## src/rtl/nps_pkg.sv

```systemverilog
package nps_pkg;
    localparam int HOST_W     = 32;
    localparam int MEM_W      = 16;
    localparam int NUM_SPACES = 3;

    typedef enum logic [2:0] {
        ST_IDLE,
        ST_SETUP,
        ST_WAIT,
        ST_HOLD,
        ST_DONE
    } phase_e;
endpackage

```

## src/rtl/nps_size_plan.sv

```systemverilog
module nps_size_plan #(
    parameter int NSP = 3
) (
    input  logic       wr,
    input  logic [1:0] size,
    input  logic       wide,
    input  logic [1:0] space,
    output logic       reject,
    output logic [2:0] last_beat
);
    always_comb begin
        reject    = 1'b0;
        last_beat = 3'd0;
        if (int'(space) >= NSP || size == 2'd3) begin
            reject = 1'b1;
        end else if (wide) begin
            case (size)
                2'd0:    reject    = wr;
                2'd2:    last_beat = 3'd1;
                default: last_beat = 3'd0;
            endcase
        end else begin
            case (size)
                2'd1:    last_beat = 3'd1;
                2'd2:    last_beat = 3'd3;
                default: last_beat = 3'd0;
            endcase
        end
    end
endmodule

```

## src/rtl/nps_timing_sel.sv

```systemverilog
module nps_timing_sel #(
    parameter int NSP = 3,
    parameter int TW  = 4
) (
    input  logic [1:0]        space,
    input  logic [NSP*TW-1:0] cfg_setup,
    input  logic [NSP*TW-1:0] cfg_wait,
    input  logic [NSP*TW-1:0] cfg_hold,
    input  logic [NSP*TW-1:0] cfg_drive,
    output logic [TW-1:0]     t_setup,
    output logic [TW-1:0]     t_wait,
    output logic [TW-1:0]     t_hold,
    output logic [TW-1:0]     t_drive
);
    function automatic logic [TW-1:0] at_least_one(input logic [TW-1:0] v);
        return (v == '0) ? TW'(1) : v;
    endfunction

    logic [TW-1:0] set_s [NSP];
    logic [TW-1:0] set_w [NSP];
    logic [TW-1:0] set_h [NSP];
    logic [TW-1:0] set_d [NSP];

    for (genvar g = 0; g < NSP; g++) begin : g_set
        assign set_s[g] = at_least_one(cfg_setup[g*TW +: TW]);
        assign set_w[g] = at_least_one(cfg_wait[g*TW +: TW]);
        assign set_h[g] = at_least_one(cfg_hold[g*TW +: TW]);
        assign set_d[g] = at_least_one(cfg_drive[g*TW +: TW]);
    end

    always_comb begin
        t_setup = set_s[0];
        t_wait  = set_w[0];
        t_hold  = set_h[0];
        t_drive = set_d[0];
        for (int i = 1; i < NSP; i++) begin
            if (int'(space) == i) begin
                t_setup = set_s[i];
                t_wait  = set_w[i];
                t_hold  = set_h[i];
                t_drive = set_d[i];
            end
        end
    end
endmodule

```

## src/rtl/nps_lane_mux.sv

```systemverilog
module nps_lane_mux #(
    parameter int HOST_W = 32,
    parameter int MEM_W  = 16
) (
    input  logic [1:0]        beat,
    input  logic              wide,
    input  logic [HOST_W-1:0] wdata,
    input  logic [MEM_W-1:0]  din,
    input  logic [HOST_W-1:0] rdata_in,
    output logic [MEM_W-1:0]  dout,
    output logic [HOST_W-1:0] rdata_out
);
    localparam int BW = 8;

    always_comb begin
        dout      = '0;
        rdata_out = rdata_in;
        if (wide) begin
            dout = wdata[int'(beat[0])*MEM_W +: MEM_W];
            rdata_out[int'(beat[0])*MEM_W +: MEM_W] = din;
        end else begin
            dout[BW-1:0] = wdata[int'(beat)*BW +: BW];
            rdata_out[int'(beat)*BW +: BW] = din[BW-1:0];
        end
    end
endmodule

```

## src/rtl/nand_phase_seq.sv

```systemverilog
module nand_phase_seq
    import nps_pkg::*;
#(
    parameter int ADDR_W = 16,
    parameter int TW     = 4,
    parameter int NSP    = NUM_SPACES
) (
    input  logic                 clk,
    input  logic                 rst_n,
    input  logic                 req_valid,
    input  logic                 req_write,
    input  logic [1:0]           req_size,
    input  logic [1:0]           req_space,
    input  logic [ADDR_W-1:0]    req_addr,
    input  logic [HOST_W-1:0]    req_wdata,
    input  logic                 mem_wide,
    input  logic [NSP*TW-1:0]    cfg_setup,
    input  logic [NSP*TW-1:0]    cfg_wait,
    input  logic [NSP*TW-1:0]    cfg_hold,
    input  logic [NSP*TW-1:0]    cfg_drive,
    output logic                 rsp_done,
    output logic                 rsp_err,
    output logic [HOST_W-1:0]    rsp_rdata,
    output logic                 mem_cs_n,
    output logic                 mem_oe_n,
    output logic                 mem_we_n,
    output logic [ADDR_W-1:0]    mem_addr,
    output logic [MEM_W-1:0]     mem_dout,
    output logic                 mem_doe,
    input  logic [MEM_W-1:0]     mem_din
);
    localparam int EW = TW + 2;

    typedef struct packed {
        phase_e              phase;
        logic                wr;
        logic [1:0]          size;
        logic                wide;
        logic [1:0]          space;
        logic [ADDR_W-1:0]   base;
        logic [HOST_W-1:0]   wdata;
        logic [2:0]          beat;
        logic [2:0]          last;
        logic [TW-1:0]       cnt;
        logic [EW-1:0]       elapsed;
        logic [HOST_W-1:0]   rdata;
        logic                err;
    } seq_t;

    seq_t q, d;

    function automatic logic [EW-1:0] inc_sat(input logic [EW-1:0] v);
        return (v == '1) ? v : v + EW'(1);
    endfunction

    logic              plan_reject;
    logic [2:0]        plan_last;
    logic [1:0]        sel_space;
    logic [TW-1:0]     t_setup, t_wait, t_hold, t_drive;
    logic [MEM_W-1:0]  lane_dout;
    logic [HOST_W-1:0] lane_rdata;
    logic              in_access;
    logic [HOST_W-1:0] size_mask;

    assign sel_space = (q.phase == ST_IDLE) ? req_space : q.space;

    nps_size_plan #(.NSP(NSP)) i_plan (
        .wr        (req_write),
        .size      (req_size),
        .wide      (mem_wide),
        .space     (req_space),
        .reject    (plan_reject),
        .last_beat (plan_last)
    );

    nps_timing_sel #(.NSP(NSP), .TW(TW)) i_tsel (
        .space     (sel_space),
        .cfg_setup (cfg_setup),
        .cfg_wait  (cfg_wait),
        .cfg_hold  (cfg_hold),
        .cfg_drive (cfg_drive),
        .t_setup   (t_setup),
        .t_wait    (t_wait),
        .t_hold    (t_hold),
        .t_drive   (t_drive)
    );

    nps_lane_mux #(.HOST_W(HOST_W), .MEM_W(MEM_W)) i_lane (
        .beat      (q.beat[1:0]),
        .wide      (q.wide),
        .wdata     (q.wdata),
        .din       (mem_din),
        .rdata_in  (q.rdata),
        .dout      (lane_dout),
        .rdata_out (lane_rdata)
    );

    always_comb begin
        d = q;
        case (q.phase)
            ST_IDLE: begin
                if (req_valid) begin
                    d.wr      = req_write;
                    d.size    = req_size;
                    d.wide    = mem_wide;
                    d.space   = req_space;
                    d.base    = req_addr;
                    d.wdata   = req_wdata;
                    d.beat    = 3'd0;
                    d.last    = plan_last;
                    d.elapsed = '0;
                    d.rdata   = '0;
                    d.cnt     = t_setup - TW'(1);
                    d.err     = plan_reject;
                    d.phase   = plan_reject ? ST_DONE : ST_SETUP;
                end
            end
            ST_SETUP: begin
                d.elapsed = inc_sat(q.elapsed);
                if (q.cnt == '0) begin
                    d.phase = ST_WAIT;
                    d.cnt   = t_wait - TW'(1);
                end else begin
                    d.cnt = q.cnt - TW'(1);
                end
            end
            ST_WAIT: begin
                d.elapsed = inc_sat(q.elapsed);
                if (q.cnt == '0) begin
                    if (!q.wr) begin
                        d.rdata = lane_rdata;
                    end
                    d.phase = ST_HOLD;
                    d.cnt   = t_hold - TW'(1);
                end else begin
                    d.cnt = q.cnt - TW'(1);
                end
            end
            ST_HOLD: begin
                if (q.cnt == '0) begin
                    if (q.beat == q.last) begin
                        d.phase = ST_DONE;
                    end else begin
                        d.beat    = q.beat + 3'd1;
                        d.phase   = ST_SETUP;
                        d.cnt     = t_setup - TW'(1);
                        d.elapsed = '0;
                    end
                end else begin
                    d.cnt     = q.cnt - TW'(1);
                    d.elapsed = inc_sat(q.elapsed);
                end
            end
            ST_DONE: begin
                d.phase = ST_IDLE;
            end
            default: begin
                d.phase = ST_IDLE;
            end
        endcase
    end

    always_ff @(posedge clk or negedge rst_n) begin
        if (!rst_n) begin
            q <= '0;
        end else begin
            q <= d;
        end
    end

    always_comb begin
        case (q.size)
            2'd0:    size_mask = HOST_W'(32'h0000_00FF);
            2'd1:    size_mask = HOST_W'(32'h0000_FFFF);
            default: size_mask = '1;
        endcase
    end

    assign in_access = (q.phase == ST_SETUP) || (q.phase == ST_WAIT) || (q.phase == ST_HOLD);
    assign mem_cs_n  = !in_access;
    assign mem_oe_n  = !((q.phase == ST_WAIT) && !q.wr);
    assign mem_we_n  = !((q.phase == ST_WAIT) && q.wr);
    assign mem_doe   = in_access && q.wr && (q.elapsed >= EW'(t_drive));
    assign mem_addr  = q.base + ADDR_W'(q.beat);
    assign mem_dout  = lane_dout;
    assign rsp_done  = (q.phase == ST_DONE);
    assign rsp_err   = rsp_done && q.err;
    assign rsp_rdata = rsp_done ? (q.rdata & size_mask) : '0;

    p_one_strobe_r3: assert property (@(posedge clk) disable iff (!rst_n)
        !(!mem_oe_n && !mem_we_n));

    p_strobe_in_cs_r3: assert property (@(posedge clk) disable iff (!rst_n)
        (!mem_oe_n || !mem_we_n) |-> !mem_cs_n);

    p_drive_write_r4: assert property (@(posedge clk) disable iff (!rst_n)
        mem_doe |-> (!mem_cs_n && mem_oe_n));

    p_reject_quiet_r8: assert property (@(posedge clk) disable iff (!rst_n)
        (rsp_done && rsp_err) |-> (mem_cs_n && $past(mem_cs_n)));

    p_addr_steady_r9: assert property (@(posedge clk) disable iff (!rst_n)
        (!mem_cs_n && q.phase != ST_SETUP) |-> $stable(mem_addr));

    p_done_pulse_r11: assert property (@(posedge clk) disable iff (!rst_n)
        rsp_done |=> !rsp_done);
endmodule

```

## config.mk

```make
export PLATFORM = sky130hd
export DESIGN_NAME = nand_phase_seq
export DESIGN_NICKNAME = d
export VERILOG_FILES = /design/src/rtl/nps_pkg.sv /design/src/rtl/nps_size_plan.sv /design/src/rtl/nps_timing_sel.sv /design/src/rtl/nps_lane_mux.sv /design/src/rtl/nand_phase_seq.sv
export SDC_FILE = /design/constraint.sdc
export NUM_CORES = 1
export LEC_CHECK = 0
export BUFFER_PORTS_ARGS = -buffer_cell sky130_fd_sc_hd__buf_2
export CAP_MARGIN = 15
export CORE_UTILIZATION = 53
export CTS_CLUSTER_SIZE = 30
export DETAILED_ROUTE_END_ITERATION = 10
export PLACE_DENSITY = 0.85
export SKIP_LAST_GASP = 1
export SLEW_MARGIN = 10
export SYNTH_ARGS = -nofsm -noshare
export SYNTH_HDL_FRONTEND = slang
export SYNTH_SLANG_ARGS = --single-unit
```

## constraint.sdc

```tcl
create_clock -name clk -period 4.1 [get_ports clk]
set_clock_uncertainty 0.15 [all_clocks]
set_input_delay 0.82 -clock clk [delete_from_list [all_inputs] [get_ports clk]]
set_output_delay 0.82 -clock clk [all_outputs]
set_load 0.005 [all_outputs]
```

Word-level counts from Yosys, hierarchy flattened
Cells that the tools add are included.
- latch bits: 0
- register bits: 106
- bits in read-only memories: 0
- bits in writable memories: 0
- output and inout bits: 70
- memories: 0
- input bits: 121
- word-level logic and storage cells: 140
- $add $sub $neg: 9
- bitwise operators: 1
- shifts and indexed selects: 6
- reduce and logical (&&, ||, !) cells: 36
- magnitude comparators: 2
- eq/ne operators: 19
- multiplexer cells: 54
- div/mod/pow operators: 0
- multiply operators: 0
- operators with widths (operator ; count):
    $mux 32 ; 4
    $pmux 32 s2 ; 2
    $mux 106 ; 1
    $mux 4 ; 22
    $neg 5->33 ; 2
    $bwmux 32 ; 2
    $logic_not 4->1 ; 13
    $pmux 10 s4 ; 1
    $shift 16x33->32 const A ; 1
    $shift 8x33->32 const A ; 1
    $shiftx 16x33->32 ; 1
    $shiftx 8x33->32 ; 1
    $and 32x32->32 ; 1
    $shiftx 32x6->16 ; 1
    $shiftx 32x6->8 ; 1
    $mux 3 ; 9
    $mux 10 ; 2
    $add 16x3->16 ; 1
    $mux 8 ; 2
    $sub 4x1->4 const B ; 4
    $ne 2x2->1 const B ; 6
    $pmux 3 s4 ; 1
    $reduce_and 4->1 ; 3
    $eq 2x2->1 const B ; 4
    other kinds (25) ; 41

Depth between registers and ports, before layout
Gate-level depths: netlist of the first run.
- depth in word-level cells: 9
- mapped depth: 12
- depth with buffers taken out: 10

Modules after synthesis
From an unflattened synthesis of the first run, not the netlist that was laid out.
- cell total of the unflattened synthesis: 783
- area, all modules: 7409.6 sq um
- modules (own cells, without submodules) (module ; sequential area each (sq um) ; area an instance (sq um) ; instances ; cells each):
    nand_phase_seq ; 2652.5 ; 5331.4 ; 1 ; 507
    nps_lane_mux ; 0.0 ; 1330.0 ; 1 ; 175
    nps_timing_sel ; 0.0 ; 636.9 ; 1 ; 88
    nps_size_plan ; 0.0 ; 111.4 ; 1 ; 13

Worst setup path before layout of the first run
No wires, ideal clock.
- kind: input to output
- start point: in req_space[1]
- end point: out mem_doe
- stages on the path: 11
- required time: 3130 ps
- buffers on the path: 2
- data arrival time: 2617 ps
- slack: 513 ps
- path through: clkbuf_1 -> xor2_1 -> mux2_2 -> buf_2 -> o221ai_1 -> ha_1 -> nand2b_1 -> a21oi_1 -> nor2b_1 -> o21ai_0 -> a211oi_1
- word-level cells in the longest chain between the ends: 6
- elaborated cells between the ends (all ways): 7
- classes of those cells: order compare (1); eq/ne (2); mux (3); reduce/logical (1)
- ends and longest elaborated chain (what ; RTL line ; RTL):
    from (decl) ; nand_phase_seq.sv:13 ; input logic [1:0] req_space,
    $mux 2 (*) ; nand_phase_seq.sv:65 ; assign sel_space = (q.phase == ST_IDLE) ? req_space : q.space;
    $eq 2x2->1 ; nps_timing_sel.sv:37 ; if (int'(space) == i) begin
    $mux 4 ; nps_timing_sel.sv:37 ;
    $mux 4 (*) ; nps_timing_sel.sv:37 ;
    $ge 6x4->1 (*) ; nand_phase_seq.sv:183 ; assign mem_doe = in_access && q.wr && (q.elapsed >= EW'(t_drive));
    $logic_and 1x1->1 (*) ; nand_phase_seq.sv:183 ;
    to (decl) ; nand_phase_seq.sv:29 ; output logic mem_doe,
Every way passes the cells marked *; elsewhere a longest branch is shown, timed or not.

Worst setup path after layout of the first run
- start point: reg q[103] (netlist name)
- end point: out mem_doe
- word-level cells in the longest chain between the ends: 7
- elaborated cells between the ends (all ways): 14
- classes of those cells: order compare (1); eq/ne (5); mux (3); reduce/logical (5)
- ends and longest elaborated chain (what ; RTL line ; RTL):
    from (decl) ; nand_phase_seq.sv:50 ; seq_t q, d;
    from (signal assigned) ; nand_phase_seq.sv:165 ; q <= '0;
    from (signal assigned) ; nand_phase_seq.sv:167 ; q <= d;
    $logic_not 3->1 ; nand_phase_seq.sv:65 ;
    $mux 2 ; nand_phase_seq.sv:65 ;
    $eq 2x2->1 ; nps_timing_sel.sv:37 ;
    $mux 4 (2 in series) ; nps_timing_sel.sv:37 ;
    $ge 6x4->1 ; nand_phase_seq.sv:183 ;
    $logic_and 1x1->1 (*) ; nand_phase_seq.sv:183 ;
Marks and branches as above.

==> out/qor.csv, run 1 <==
metric,value,unit
Total Wirelength,16.94,mm
routed wire length per instance,14.81,um
max reg flops,105,
mapped cell area,0.006563,mm2
final setup margin,0.1851,ns
initial antenna violation count,0,
routed vias,6342,
PD cells,732.0,mW/mm2
# DRC,0,
vias per inst,5.544,
Setup WS pre-CTS,0.3444,ns
top flop regs,q x105,
post-route clock period utilization,95.49,%
Max-Cap Viols,0,
Post-DP Area,0.007619,mm2
clk slew on worst S/H paths,0.06,ns
PortBufs,190,
CP startpoint,q[103]$_DFFE_PN0P_,
fillcell total,1030,
post-route ant nets,0,
hold slack,0.3302,ns
Biggest register,q,
Final Core Density,65.74,%
worst-path cell with the longest stage delay,dfrtp_2,
Psw,2567,uW
share of layout cells above drive strength 1,24.10,%
Post-synth EDFFs,0,
DPL Wire Length,12.51,mm
RSZ-0062 raised after global routing,false,
vias in the first global route,5915,
Final Hold Fails,0,
core box area,0.01206,mm2
"Primary FF master, synth",dfrtp_1,
CTS tree,built,
R2R Path Start,q[39]$_DFFE_PN0P_,
"Hold-fix buffers, CTS",0,
First-pass DRT Iterations,5,
asr flop ratio synth,100.0,%
CTS Buffer Depth,2,
Synth Area per Inst,8.132,um2
Yosys warnings,0,
final RePlAce weighted congestion,0.9519,
CP startpoint kind,flop,
outcome,finished clean,
Netlist cell types,56,
DRT iter0 DRCs,505,
share of power burned in registers,34.3,%
sequential share of the synthesized area,40.04,%
Worst EP arrival,2.94,ns
Tightest Pin Transition,0.9814,ns
FP Rows,40,
GRT Util Overall,27.65,%
Net Sw Frac,44.22,%
I/O pins,191,
Die H,113.3,um
fmax,0.2554,GHz
worst-path cell chain,nor3_4 > mux2_4 > o221ai_1 > ha_1 > nand2b_1 > a21oi_1 > nor2b_1 > o21ai_0 > a211oi_1 > buf_2,
crit end category,primary output,
clock network power share,14.6,%
root buffer cell,clkbuf_16,
Critical Path RT,3.13,ns
final setup fails,0,
Clock Latency Late Sink,0.35,ns
max incr delay on CP,0.49,ns
min-delay worst type,flop to flop,
leak pwr,0.004022,uW
first-pass GRT wire length,28.32,mm
syn nets,949,
Worst VDD drop,0.3460,mV
Finished Cell Area,0.007929,mm2
internal power of the cells,3237,uW
pin count of the biggest net entering global routing,63,
"Slew Viols, Final",0,
total grt overflow,0,
"Max FO, Critical Path",13,
min-delay src,q[17]$_DFFE_PN0P_,
Post-Route Setup TNS,0,ns
nets,1113,
clock sink total,105,
CP Class,flop to primary output,
area grow syn2layout,20.82,%
CTS buffer count,9,
die area,0.01283,mm2
Slew HR,34.58,%
Synth Register Bits,105,
Comb pwr share,51.1,%
Tmin final,3.915,ns
H-tree levels,3,
Initial Utilization,54.41,%
cells after synthesis,807,
Chip Width,113.3,um
==> cells in the final DEF, fill, tap and decap left out, types with 10 or more instances in the layout <==
cell        n
a211oi_1   12
a21oi_1    38
a22oi_1    18
and3_1     35
buf_2     189
buf_4      10
dfrtp_1   103
ha_1       20
inv_1      15
mux2i_1    33
nand2_1   212
nor2_1     63
nor2b_1    12
nor3_1     35
nor3b_1    10
o21ai_0    23
o21ai_1    11
or2_2      10
xnor2_1    14
xor2_1     12
==> per-layer routing <==
layer / global-route usage (%) / vias up / wire, um
li1: - / 3093 / -
met1: 36.31 / 2943 / 7277
met2: 45.64 / 257 / 8185
met3: 5.463 / 49 / 1020
met4: 9.737 / 0 / 461
met5: 0 / - / 0
==> kinds of logic (layout without fill, tap and decap cells) <==
| logic type | count (synthesis) | in the layout | share of synthesized area [%] |
|---|---|---|---|
| and+or+nand+nor | 413 | 413 | 28.81 |
| AOI/OAI and AO/OA | 143 | 143 | 13.98 |
| DFF | 105 | 105 | 40.04 |
| buffers and inverters | 62 | 230 | 3.889 |
| muxes | 37 | 37 | 5.701 |
| xor gates and xnor gates | 26 | 26 | 3.470 |
| adders and majority gates | 21 | 21 | 4.118 |
| other | 0 | 1 | 0 |
==> repair_timing <==
item / in CTS / in global routing
buffers inserted: 0 / 1
endpoints found under the setup margin: 0 / 1
gates resized for setup: 0 / 5
hold endpoints to repair: 0 / 0
==> worst paths after layout <==
path                                 endpoint  depth (start not counted)  slack, ns
max                                   mem_doe                         10       0.19
min                         q[17]$_DFFE_PN0P_                          2       0.33
max reg2reg                 q[62]$_DFFE_PN0P_                          9       1.02
min reg2reg                 q[17]$_DFFE_PN0P_                          2       0.33
max in group asynchronous  q[103]$_DFFE_PN0P_                          2       2.72
min in group asynchronous   q[91]$_DFFE_PN0P_                          1       0.34
==> power by group through the flow <==
stage	clock (uW)	combinational [uW]	sequential (uW)
final	850	2960	1990
after global routing	909	3350	2070
after CTS	865	2930	1980
after detailed placement	0	2910	2000
after global placement	0	2830	1970
after floorplan	0	2220	1800
==> stage by stage <==
stage | power (uW) | cells
global placement | 4804 | 1127
CTS | 5776 | 1142
floorplan | 4022 | 807
finish | 5804 | 1144
detailed placement | 4906 | 1127
global route | 6328 | 1143
==> Yosys cell counts, drive strengths merged, types with 13 or more instances <==
| library cell | instances | area share, % |
|---|---|---|
| clkbuf | 38 | 2.2 |
| inv | 15 | 0.86 |
| xnor2 | 14 | 1.9 |
| mux2i | 34 | 5.2 |
| nor3 | 37 | 3.1 |
| nand2 | 213 | 12 |
| and3 | 35 | 3.3 |
| nor2 | 64 | 3.7 |
| nor3b | 13 | 1.7 |
| o21ai | 35 | 2.7 |
| a21oi | 38 | 2.9 |
| ha | 20 | 3.8 |
| a22oi | 18 | 2.1 |
| dfrtp | 105 | 40 |
==> critical path: cells and delay by family, from the launching register on <==
kind,cells,cell delay [ns]
simple gates,3,0.67
flops,1,0.49
fa+ha+maj,1,0.26
mux,1,0.41
buf+inv,1,0.15
compound gates,4,0.61
==> area by class of cell <==
cell class	count	area (um2)	area share, %
multi-input cells	640	3710	46.79
flip-flops and latches	105	2630	33.17
diodes	1	2.502	0.03156
inverters	15	56.30	0.7101
clock buffers	13	240.2	3.030
repair buffers	200	1041	13.13
clock inverters	2	38.79	0.4892
well taps	168	210.2	2.651
(Power assumes the default switching activity.)
==> run 2: changes to the inputs <==
--- a/config.mk
+++ b/config.mk
@@ -7,7 +7,9 @@
 export LEC_CHECK = 0
 export BUFFER_PORTS_ARGS = -buffer_cell sky130_fd_sc_hd__buf_2
 export CAP_MARGIN = 15
-export CORE_UTILIZATION = 53
+export CELL_PAD_IN_SITES_DETAIL_PLACEMENT = 0
+export CELL_PAD_IN_SITES_GLOBAL_PLACEMENT = 2
+export CORE_UTILIZATION = 30
 export CTS_CLUSTER_SIZE = 30
 export DETAILED_ROUTE_END_ITERATION = 10
 export PLACE_DENSITY = 0.85
==> run 2 against run 1 <==
- sequential power shrank 3%
- clock power up 6.7%
- first-iteration DRC count decreased by 32%
- cell area increased by 2.5%
- sequential cell count is the same
==> out/qor.csv, run 2 (synthesis results as in run 1) <==
metric,value,unit,change
Initial Utilization,30.93,%,-23 points
# DRC,0,,unchanged
vias in the first global route,5920,,+0.085%
CTS Buffer Depth,2,,unchanged
GRT Util Overall,18.01,%,-9.6 points
top flop regs,q x105,,
post-route clock period utilization,93.51,%,-2.0 points
outcome,finished clean,,
post-route ant nets,0,,unchanged
nets,1119,,+0.54%
RSZ-0062 raised after global routing,false,,
H-tree levels,3,,unchanged
Worst EP arrival,2.86,ns,-0.08 ns
pin count of the biggest net entering global routing,66,,+4.8%
CTS buffer count,9,,unchanged
Tmin final,3.834,ns,-0.08103 ns
first-pass GRT wire length,31.40,mm,+11%
min-delay worst type,primary input to asynchronous set/reset pin,,
fillcell total,2312,,+120%
share of layout cells above drive strength 1,24.85,%,+0.74 points
clk slew on worst S/H paths,0.08,ns,+0.02 ns
max reg flops,105,,unchanged
total grt overflow,0,,unchanged
leak pwr,0.004061,uW,+0.99%
fmax,0.2608,GHz,+2.1%
DRT iter0 DRCs,343,,-32%
vias per inst,4.928,,-11%
final setup fails,0,,unchanged
routed vias,6199,,-2.3%
Biggest register,q,,
I/O pins,191,,unchanged
Post-DP Area,0.007782,mm2,+2.2%
Tightest Pin Transition,0.8767,ns,-0.1047 ns
Critical Path RT,3.13,ns,about the same
CP startpoint kind,flop,,
Die H,149.9,um,+32%
root buffer cell,clkbuf_16,,
routed wire length per instance,15.62,um,+5.4%
initial antenna violation count,0,,unchanged
"most common cell after layout, fill and taps aside",nand2_1,,
CTS tree,built,,
final RePlAce weighted congestion,0.8041,,-16%
Total Wirelength,19.65,mm,+16%
"Max FO, Critical Path",13,,unchanged
CP Class,flop to primary output,,
crit end category,primary output,,
PortBufs,190,,unchanged
area grow syn2layout,23.81,%,
DPL Wire Length,14.47,mm,+16%
Finished Cell Area,0.008125,mm2,+2.5%
Max-Cap Viols,0,,unchanged
"Slew Viols, Final",0,,unchanged
die area,0.02247,mm2,+75%
Post-Route Setup TNS,0,ns,unchanged
First-pass DRT Iterations,5,,unchanged
"Hold-fix buffers, CTS",0,,unchanged
Worst VDD drop,0.2394,mV,-31%
core box area,0.02122,mm2,+76%
FP Rows,53,,+33%
Slew HR,41.24,%,+6.7 points
Chip Width,149.9,um,+32%
most frequent cells in the layout,"nand2_1 (212), buf_2 (189), dfrtp_1 (104), nor2_1 (63), a21oi_1 (38)",,
clock sink total,105,,unchanged
Clock Latency Late Sink,0.36,ns,about the same
PD cells,730.7,mW/mm2,-0.18%
Final Hold Fails,0,,unchanged
run 2: cell types whose count changed in the layout (fill, tap and decap cells not counted), sizes merged:
| cell | delta |
|---|---|
| inv | +2 |
| clkinv | +2 |
| clkbuf | -3 |
| buf | +6 |
run 2: where the power goes:
group	internal, uW	total [uW]	switching (uW)
sequential	1510	1940	431
combinational	1290	3090	1800
clock	484	907	424
total	3280	5940	2660
run 2: routing by layer:
metal	vias up	part of all wire, %	track usage [%]
li1	3124	-	-
met1	2934	47	24.29
met2	123	48	29.65
met3	18	4.2	2.683
met4	0	1.3	5.354
met5	-	0	0
run 2: layout make-up:
class	count	area (um2)	share of cell area [%]
antenna	1	2.502	0.03080
multi-input combinational	640	3694	45.46
timing repair buffer	206	1099	13.52
tap	275	344.1	4.235
inverter	15	56.30	0.6929
sequential	105	2629	32.35
clock buffer	10	229.0	2.818
clock inverter	6	72.57	0.8931
run 2: stage by stage:
step / power, uW / instances / hold slack (ns) / setup WS, ns / utilization, %
CTS: 5976 / 1254 / 0.3110 / 0.07135 / 38.10
finish: 5937 / 1258 / 0.2960 / 0.2661 / 38.29
global placement: 5004 / 1238 / 0.3075 / 0.3328 / 36.67
floorplan: 4022 / 807 / 0.2923 / 0.5130 / -
detailed placement: 5038 / 1238 / 0.3140 / 0.2791 / 36.67
global route: 6529 / 1257 / 0.3309 / 0.07263 / 38.28
run 2: worst paths after layout:
| kind | startpoint | endpoint | slack [ns] | depth (start not counted) |
|---|---|---|---|---|
| max | q[103]$_DFFE_PN0P_ | mem_doe | 0.27 | 11 |
| min | rst_n | q[58]$_DFFE_PN0P_ | 0.30 | 1 |
| max reg2reg | q[39]$_DFFE_PN0P_ | q[42]$_DFFE_PN0P_ | 1.01 | 9 |
| min reg2reg | q[21]$_DFFE_PN0P_ | q[21]$_DFFE_PN0P_ | 0.33 | 2 |
| max in group asynchronous | rst_n | q[46]$_DFFE_PN0P_ | 2.72 | 2 |
| min in group clk | q[21]$_DFFE_PN0P_ | q[21]$_DFFE_PN0P_ | 0.33 | 2 |
run 2: worst max-delay path, stage by stage (launching register included):
cell and delay [ns]:
dfrtp_1 0.41, nor3_4 0.23, buf_12 0.15, mux2_2 0.44, o221ai_1 0.25, ha_1 0.26, nand2b_1 0.14, a21oi_1 0.14
nor2b_1 0.06, o21ai_0 0.15, a211oi_1 0.10, buf_2 0.16
run 2: repair_timing:
| action | in CTS | in global routing |
|---|---|---|
| setup buffers | 0 | 3 |
| endpoints found under the setup margin | 0 | 1 |
| gates resized for setup | 0 | 1 |
==> run 3: changes to the inputs <==
--- a/config.mk
+++ b/config.mk
@@ -13,6 +13,7 @@
 export CTS_CLUSTER_SIZE = 30
 export DETAILED_ROUTE_END_ITERATION = 10
 export PLACE_DENSITY = 0.85
+export REMOVE_ABC_BUFFERS = 1
 export SKIP_LAST_GASP = 1
 export SLEW_MARGIN = 10
 export SYNTH_ARGS = -nofsm -noshare
==> run 3 against run 2 <==
- cell area shrank 0.45%
- sequential cell count is the same
- setup slack lost 0.093 ns
- final cell count is the same
- highest routed layer is now met5
- wire length shrank 0.93%
- critical path type unchanged
- largest power group unchanged
- largest cell class unchanged
- register-to-register slack is essentially flat
- non-clock buffer count is the same
- die area is the same
==> out/qor.csv, run 3 (synthesis results as in run 1) <==
metric,value,unit,change
outcome,finished clean,,
pin count of the biggest net entering global routing,60,,-9.1%
Slew HR,41.68,%,+0.45 points
Finished Cell Area,0.008089,mm2,-0.45%
Chip Width,149.9,um,unchanged
post-route ant nets,0,,unchanged
Post-Route Setup TNS,0,ns,unchanged
die area,0.02247,mm2,unchanged
initial antenna violation count,2,,+2
FP Rows,53,,unchanged
Worst Setup EP,mem_doe,,
top flop regs,q x105,,
R2R Path Start,q[46]$_DFFE_PN0P_,,
fmax,0.2547,GHz,-2.4%
Worst VDD drop,0.2440,mV,+1.9%
Placed Cells,1239,,+0.081%
Max-Cap Viols,0,,unchanged
PortBufs,190,,unchanged
# DRC,0,,unchanged
Total Wirelength,19.46,mm,-0.93%
CP startpoint kind,flop,,
Worst EP arrival,2.96,ns,+0.10 ns
final setup fails,0,,unchanged
max reg flops,105,,unchanged
Final Hold Fails,0,,unchanged
min-delay worst type,primary input to asynchronous set/reset pin,,
most frequent cells in the layout,"nand2_1 (212), buf_2 (189), dfrtp_1 (104), nor2_1 (63), a21oi_1 (38)",,
CTS Buffer Depth,2,,unchanged
clock sink total,105,,unchanged
Clock Latency Late Sink,0.36,ns,about the same
Final Non-Filler Cells,1258,,unchanged
vias per inst,4.905,,-0.47%
CP startpoint,q[103]$_DFFE_PN0P_,,
area grow syn2layout,23.26,%,
routed wire length per instance,15.47,um,-0.93%
"most common cell after layout, fill and taps aside",nand2_1,,
"Max FO, Critical Path",12,,-1
first-pass GRT wire length,31.11,mm,-0.92%
DPL Wire Length,14.18,mm,-2.0%
"Hold-fix buffers, CTS",0,,unchanged
Biggest register,q,,
R2R cell count,8,,-1
routed vias,6170,,-0.47%
share of layout cells above drive strength 1,24.95,%,+0.10 points
total grt overflow,0,,unchanged
CTS buffer count,9,,unchanged
"Slew Viols, Final",0,,unchanged
Post-DP Area,0.007790,mm2,about the same
First-pass DRT Iterations,5,,unchanged
Worst R2R Setup Slack,1.02,ns,about the same
leak pwr,0.004046,uW,-0.39%
CP Class,flop to primary output,,
DRT iter0 DRCs,272,,-21%
post-route clock period utilization,95.78,%,+2.3 points
clk slew on worst S/H paths,0.07,ns,about the same
Critical Path RT,3.13,ns,about the same
I/O pins,191,,unchanged
vias in the first global route,6037,,+2.0%
Tmin final,3.927,ns,+0.09293 ns
crit end category,primary output,,
reg2reg end,q[54]$_DFFE_PN0P_,,
fillcell total,2266,,-2.0%
Initial Utilization,30.93,%,unchanged
nets,1119,,unchanged
RSZ-0062 raised after global routing,false,,
final RePlAce weighted congestion,0.7770,,-3.4%
H-tree levels,3,,unchanged
GRT Util Overall,17.69,%,-0.32 points
PD cells,722.3,mW/mm2,-1.1%
root buffer cell,clkbuf_16,,
core box area,0.02122,mm2,unchanged
Tightest Pin Transition,0.8700,ns,-0.006664 ns
CTS tree,built,,
Die H,149.9,um,unchanged
-- run 3: routing by layer --
layer  part of all wire [%]  wire length, um  global-route usage, %  vias up
met5                  0.092               18                      0        -
met4                    1.7              325                  5.505        2
met3                    6.1             1187                  4.085       21
met2                     46             8958                  29.14      169
met1                     46             8973                  22.83     2864
li1                       -                -                      -     3114
-- run 3: area by class of cell --
cell class | instances | area (um2) | share of cell area [%]
Clock inverter | 7 | 52.55 | 0.6497
Tap cell | 275 | 344.1 | 4.254
Antenna cell | 1 | 2.502 | 0.03094
Timing Repair Buffer | 206 | 1086 | 13.43
Clock buffer | 9 | 225.2 | 2.784
Sequential cell | 105 | 2629 | 32.50
Multi-Input combinational cell | 640 | 3694 | 45.66
Inverter | 15 | 56.30 | 0.6961
-- run 3: worst max-delay path: stages, from the launching register on --
cell and delay [ns]:
dfrtp_1 0.52, nor3_4 0.29, buf_4 0.18, mux2_2 0.37, o221ai_1 0.22, ha_1 0.26, nand2b_1 0.14, a21oi_1 0.14
nor2b_1 0.05, o21ai_0 0.15, a211oi_1 0.10, buf_2 0.17
-- run 3: stage by stage --
stage	power, uW	setup WS (ns)	hold slack, ns	util [%]
after floorplan	3914	-0.3745	0.2923	-
after global placement	4981	0.4119	0.3043	36.71
after detailed placement	5024	0.3454	0.3141	36.71
after CTS	5900	0.1230	0.3322	38.02
after global routing	6423	0.03181	0.3598	38.12
final	5843	0.1732	0.3267	38.12
-- run 3: worst min-delay path by stage --
stage	start	endpoint	slack, ns	cells past startpoint
after global placement	q[20]$_DFFE_PN0P_	q[20]$_DFFE_PN0P_	0.30	2
after floorplan	q[17]$_DFFE_PN0P_	q[17]$_DFFE_PN0P_	0.29	2
after CTS	q[19]$_DFFE_PN0P_	q[19]$_DFFE_PN0P_	0.33	2
final	rst_n	q[42]$_DFFE_PN0P_	0.33	1
after detailed placement	q[19]$_DFFE_PN0P_	q[19]$_DFFE_PN0P_	0.31	2
after global routing	q[5]$_DFFE_PN0P_	q[5]$_DFFE_PN0P_	0.36	2
-- run 3: where the power goes --
part | internal, uW | leakage [uW] | switching (uW)
Sequential | 1510 | 0.00132 | 453
Combinational | 1270 | 0.00259 | 1770
Clock | 418 | 0.000137 | 421
-- run 3: what timing repair did --
action | 4_1_cts | 5_1_grt
resized for setup | 0 | 1
buffers inserted | 0 | 2
endpoints found under the setup margin | 0 | 1
